===== src/rtl/mm_fifo_pkg.sv =====
package mm_fifo_pkg;
  parameter int unsigned DATA_W_DEF = 32;
  parameter int unsigned DEPTH_DEF  = 64;

  function automatic int unsigned lvl_w(input int unsigned depth);
    return $clog2(depth) + 1;
  endfunction
endpackage


===== src/rtl/mm_fifo_ram.sv =====
module mm_fifo_ram #(
  parameter int unsigned DATA_W = 32,
  parameter int unsigned DEPTH  = 64,
  localparam int unsigned AW    = $clog2(DEPTH)
) (
  input  logic              clk_i,
  input  logic              we_i,
  input  logic [AW-1:0]     waddr_i,
  input  logic [DATA_W-1:0] wdata_i,
  input  logic [AW-1:0]     raddr_i,
  output logic [DATA_W-1:0] rdata_o
);
  logic [DATA_W-1:0] mem_q [DEPTH];

  always_ff @(posedge clk_i) begin
    if (we_i) mem_q[waddr_i] <= wdata_i;
  end

  // asynchronous read gives the show-ahead head word
  assign rdata_o = mem_q[raddr_i];
endmodule


===== src/rtl/mm_fifo_ctrl.sv =====
module mm_fifo_ctrl #(
  parameter int unsigned DEPTH = 64,
  localparam int unsigned AW   = $clog2(DEPTH),
  localparam int unsigned CW   = AW + 1
) (
  input  logic          clk_i,
  input  logic          rst_ni,
  input  logic          wr_en_i,
  input  logic          pop_i,
  output logic          push_o,
  output logic [AW-1:0] wr_ptr_o,
  output logic [AW-1:0] rd_ptr_o,
  output logic [CW-1:0] level_o,
  output logic          empty_o,
  output logic          ovf_o
);
  logic [AW-1:0] wr_ptr_q, rd_ptr_q;
  logic [CW-1:0] cnt_q;
  logic          ovf_q;
  logic          full;

  assign full    = (cnt_q == CW'(DEPTH));
  assign empty_o = (cnt_q == '0);
  assign push_o  = wr_en_i & ~full;

  always_ff @(posedge clk_i or negedge rst_ni) begin
    if (!rst_ni) begin
      wr_ptr_q <= '0;
      rd_ptr_q <= '0;
      cnt_q    <= '0;
      ovf_q    <= 1'b0;
    end else begin
      if (push_o) wr_ptr_q <= wr_ptr_q + 1'b1;
      if (pop_i)  rd_ptr_q <= rd_ptr_q + 1'b1;
      unique case ({push_o, pop_i})
        2'b10:   cnt_q <= cnt_q + 1'b1;
        2'b01:   cnt_q <= cnt_q - 1'b1;
        default: cnt_q <= cnt_q;
      endcase
      if (wr_en_i && full) ovf_q <= 1'b1;
    end
  end

  assign wr_ptr_o = wr_ptr_q;
  assign rd_ptr_o = rd_ptr_q;
  assign level_o  = cnt_q;
  assign ovf_o    = ovf_q;
endmodule


===== src/rtl/mm_fifo_bus.sv =====
module mm_fifo_bus (
  input  logic clk_i,
  input  logic rst_ni,
  input  logic rd_i,
  input  logic empty_i,
  output logic pop_o,
  output logic wait_o
);
  // armed: current strobe has not popped yet
  logic armed_q;

  assign pop_o  = rd_i & armed_q & ~empty_i;
  assign wait_o = rd_i & armed_q & empty_i;

  always_ff @(posedge clk_i or negedge rst_ni) begin
    if (!rst_ni)     armed_q <= 1'b1;
    else if (!rd_i)  armed_q <= 1'b1;
    else if (pop_o)  armed_q <= 1'b0;
  end
endmodule


===== src/rtl/mm_fifo_rd_port.sv =====
module mm_fifo_rd_port
  import mm_fifo_pkg::*;
#(
  parameter int unsigned DATA_W = DATA_W_DEF,
  parameter int unsigned DEPTH  = DEPTH_DEF,
  localparam int unsigned AW    = $clog2(DEPTH),
  localparam int unsigned CW    = lvl_w(DEPTH),
  localparam int unsigned HALF  = DEPTH / 2
) (
  input  logic              clk_i,
  input  logic              rst_ni,
  input  logic [DATA_W-1:0] wr_data_i,
  input  logic              wr_en_i,
  input  logic              rd_i,
  output logic [DATA_W-1:0] rd_data_o,
  output logic              wait_o,
  output logic              half_o,
  output logic              ovf_o,
  output logic [CW-1:0]     level_o
);
  logic              push, pop, empty;
  logic [AW-1:0]     wr_ptr, rd_ptr;
  logic [DATA_W-1:0] head;

  mm_fifo_ctrl #(.DEPTH(DEPTH)) u_ctrl (
    .clk_i    (clk_i),
    .rst_ni   (rst_ni),
    .wr_en_i  (wr_en_i),
    .pop_i    (pop),
    .push_o   (push),
    .wr_ptr_o (wr_ptr),
    .rd_ptr_o (rd_ptr),
    .level_o  (level_o),
    .empty_o  (empty),
    .ovf_o    (ovf_o)
  );

  mm_fifo_ram #(.DATA_W(DATA_W), .DEPTH(DEPTH)) u_ram (
    .clk_i   (clk_i),
    .we_i    (push),
    .waddr_i (wr_ptr),
    .wdata_i (wr_data_i),
    .raddr_i (rd_ptr),
    .rdata_o (head)
  );

  mm_fifo_bus u_bus (
    .clk_i   (clk_i),
    .rst_ni  (rst_ni),
    .rd_i    (rd_i),
    .empty_i (empty),
    .pop_o   (pop),
    .wait_o  (wait_o)
  );

  // mask unwritten or stale storage while empty
  assign rd_data_o = empty ? '0 : head;
  assign half_o    = (level_o >= CW'(HALF));
endmodule


===== config.mk =====
export PLATFORM = sky130hd
export DESIGN_NAME = mm_fifo_rd_port
export DESIGN_NICKNAME = d
export VERILOG_FILES = /design/src/rtl/mm_fifo_pkg.sv /design/src/rtl/mm_fifo_ram.sv /design/src/rtl/mm_fifo_ctrl.sv /design/src/rtl/mm_fifo_bus.sv /design/src/rtl/mm_fifo_rd_port.sv
export SDC_FILE = /design/constraint.sdc
export NUM_CORES = 2
export LEC_CHECK = 0
export ABC_AREA = 1
export CORE_ASPECT_RATIO = 1.25
export CORE_MARGIN = 1
export CORE_UTILIZATION = 40
export DETAILED_ROUTE_END_ITERATION = 16
export DONT_BUFFER_PORTS = 1
export SYNTH_ARGS = -nofsm -noshare
export SYNTH_HDL_FRONTEND = slang
export SYNTH_SLANG_ARGS = --single-unit

===== constraint.sdc =====
create_clock -name clk_i -period 6.2 [get_ports clk_i]
set_input_delay 1.24 -clock clk_i [delete_from_list [all_inputs] [get_ports clk_i]]
set_output_delay 1.24 -clock clk_i [all_outputs]
set_load 0.02 [all_outputs]

==> impl_metrics.yaml <==
pwr:
  pwr-share-comb: 0.348
  switching_share: 0.388
  clock_power_share: 0.271
  p_sw_uw: 16700
  vdd_drop_max_v: 0.000708
  leakage_uw: 0.0325
  intPower_uw: 26400
  power_frac_seq: 0.381
  power_density_mw_per_mm2: 464
synthesis:
  synth_top_area_cell: "edfxtp_1"
  synth_cell_type_count: 29
  ys_seq_area_frac: 0.743
  syn_avg_cell_area_sq_um: 12.0
  synth_top_area_frac: 0.736
  yosys_warnings: 0
  netlist_area_sq_mm: 0.0835
  synth_nets: 7028
  synth-seq-cells: 2069
  synthTopCellsByArea: "edfxtp_1 74%, nand2_1 11%, nand3_1 11%, buf_2 1.6%, dfrtp_1 0.60%"
  synth_cells: 6987
sta:
  post-route-min-period_ns: 6.13
  clock.fmax_mhz: 163
  min_period_over_period: 0.989
  finalHoldViolCount: 0
  rsz0062_at_grt: "false"
  slew_headroom: 0.137
  finalSetupTns_ns: 0
  report.final.slew_viol_count: 0
  worstMarginPinSlew_ns: 1.29
  holdWs_ns: 0.0748
  clock_skew_ns: 0.0563
  setup_viol: 0
outcome:
  status: "finished, final reports clean"
clock_network:
  clkLatencyLatePin_ns: 0.85
  clkSlewWorstSetupHoldPaths_ns: 0.06
  clock_path_buffers: 3
  cts_tree: "done"
  root_buffer: "clkbuf_16"
  postCtsSetupRepairBufs: 0
  cts_resized: 0
  htree_levels: 4
  clock-sinks: 2069
  cts_buffers: 194
  cts_hold_buf: 0
floorplan:
  die_width_microns: 411
  dieArea_sq_mm: 0.211
  floorplan.io_pins: 78
  die_y_microns: 513
  rows: 187
  start_util: 0.402
  fp.coreArea_sq_mm: 0.208
setup_path:
  cp.arrival_ns: 4.89
  crit_top_cell: "nand3_1"
  critPathRequiredTime_ns: 4.96
  slowest_stage: "dfrtp_4"
  regToRegEndpoint: "u_ram.mem_q[31][14]"
  reg2reg_slack_ns: 1.96
  worst-path-max-fanout: 162
  end_kind: "output pin"
  crit_chain: "inv_16, buf_4, nand3_1, nand3_1, nand2_1, nand2_1, nand3_1, nand3_1, a21oi_1, buf_4"
  startpoint_type: "register"
  worstRegToRegCells: 7
  crit_type: "register to output pin"
  max_stage_delay_ns: 0.87
  worstReg2RegStart: "u_ctrl.level_o[0]"
finish:
  multi_input_area_sq_mm: 0.0196
  nFillCells: 18507
  seqCellArea_sq_mm: 0.0620
  drive_gt1_frac: 0.0727
  area_growth_pct: 11.3
  nNetsFinal: 6943
placed_design:
  place_hpwl_microns: 126000
  routabilityCongestion: 0.832
  port_buffers: 0
detailed_routing:
  drt-pass1-iter-count: 7
  drt-initial-drc-count: 6219
  avgRoutedWirePerCell_microns: 24.0
  via_per_inst: 5.50
  drc: 0
  drt_wl_total_microns: 235000
  ant_nets: 0
  num_vias: 53965
global_route:
  grt.total_usage: 0.220
  grt_pass1_vias: 52067
  grt_pass1_wl_microns: 347000
  antenna_found_initial: 6
  grt_max_degree: 180
  grt-ovfl-total: 0
hold_path:
  hold_path_class: "input port to asynchronous set/reset pin"
run:
  cap_violations: 0
==> synthesized netlist by cell type (all sizes together) <==
cell / count
nand2: 2448
edfxtp: 2048
nand3: 1776
buf: 365
nor2: 113
clkbuf: 87
a21oi: 33
inv: 29
dfrtp: 20
o21ai: 18
xor2: 11
nand4: 8
o22ai: 6
xnor2: 6
ha: 5
nor3: 5
a31oi: 3
a21o: 1
clkinv: 1
dfstp: 1
nor3b: 1
o211ai: 1
or2: 1
==> cells by family after synthesis <==
logic type	Yosys count	synth area share
AO/OA/AOI/OAI	62	0.00391
XOR/XNOR	17	0.00178
flip-flops	2069	0.743
buffers and inverters	482	0.0282
adder cells (fa/ha/maj)	5	0.000749
AND/OR/NAND/NOR	4352	0.223
==> placed cells by master, fill, tap and decap left out, types with 4 or more instances in the layout <==
cell	netlist	final
xnor2_1	6	6
o21ai_0	18	18
nand3_1	1776	1776
o22ai_1	6	6
inv_1	26	24
clkinv_1	1	44
buf_12	0	20
bufinv_16	0	13
clkinvlp_4	0	4
clkbuf_16	0	195
clkbuf_1	87	50
a21oi_1	33	33
dfrtp_4	0	5
ha_1	5	5
clkinv_2	0	30
nand2_1	2448	2448
clkinv_16	0	5
nand4_1	8	8
edfxtp_1	2048	2048
nor3_2	2	4
nor2_1	113	51
dfrtp_1	20	14
inv_16	0	8
xor2_1	11	11
buf_4	40	151
nor2_4	0	62
==> power by group through the flow <==
stage	sequential (uW)	clock [uW]	combinational, uW
6_report	16400	11700	15000
5_1_grt	16500	12300	16300
4_1_cts	16400	11800	15000
3_5_place_dp	16700	0	15000
3_3_place_gp	16700	0	14900
2_1_floorplan	16400	0	9820
==> routing by layer <==
metal / routed length, microns / GRT usage / up-vias
met1: 95300 / 0.292 / 26891
met3: 16600 / 0.0314 / 397
met5: 14 / 0 / -
met2: 115000 / 0.366 / 2155
li1: - / - / 24520
met4: 8470 / 0.0830 / 2
==> stage by stage <==
stage	setup slack [ns]	cell area [sq um]	power, uW	cells	util
after detailed placement	1.29	86800	31700	9446	0.418
after global placement	1.28	86800	31600	9446	0.418
after floorplan	1.97	83500	26200	6987	-
final	0.0665	93000	43100	9803	0.448
after CTS	0.350	93000	43300	9801	0.448
after global routing	0.141	93000	45100	9802	0.448
==> sequential cells by signal, summed over array words and instances (netlist names) <==
signal and cells:
u_ram.mem_q 2048, u_ctrl.level_o 7, u_ctrl.rd_ptr_o 6, u_ctrl.wr_ptr_o 6, u_bus.armed_q 1, u_ctrl.ovf_o 1
==> how the worst max path moves through the flow <==
| stage | from | depth (start not counted) | to |
|---|---|---|---|
| 2_1_floorplan | wr_en_i | 4 | u_ram.mem_q[63][0] |
| 3_3_place_gp | u_ctrl.rd_ptr_o[0] | 11 | rd_data_o[31] |
| 6_report | u_ctrl.rd_ptr_o[1] | 10 | rd_data_o[29] |
| 5_1_grt | u_ctrl.rd_ptr_o[0] | 14 | rd_data_o[10] |
| 4_1_cts | u_ctrl.rd_ptr_o[0] | 11 | rd_data_o[28] |
| 3_5_place_dp | u_ctrl.rd_ptr_o[0] | 11 | rd_data_o[28] |
==> worst max-delay path, delay by kind of cell (launching register included) <==
family | cells | cell delay, ns
buffers and inverters | 3 | 1.13
flip-flops | 1 | 0.87
AND/OR/NAND/NOR | 6 | 0.87
AO/OA/AOI/OAI | 1 | 0.59
==> layout make-up <==
type / count / share of cell area
Antenna cell: 2 / 0.0000538
Clock buffer: 248 / 0.0549
Clock inverter: 107 / 0.0115
Inverter: 30 / 0.00171
Multi-Input combinational cell: 4436 / 0.211
Sequential cell: 2069 / 0.667
Tap cell: 2740 / 0.0369
Timing Repair Buffer: 171 / 0.0165
No activity file was read; power rests on OpenSTA's default activity.
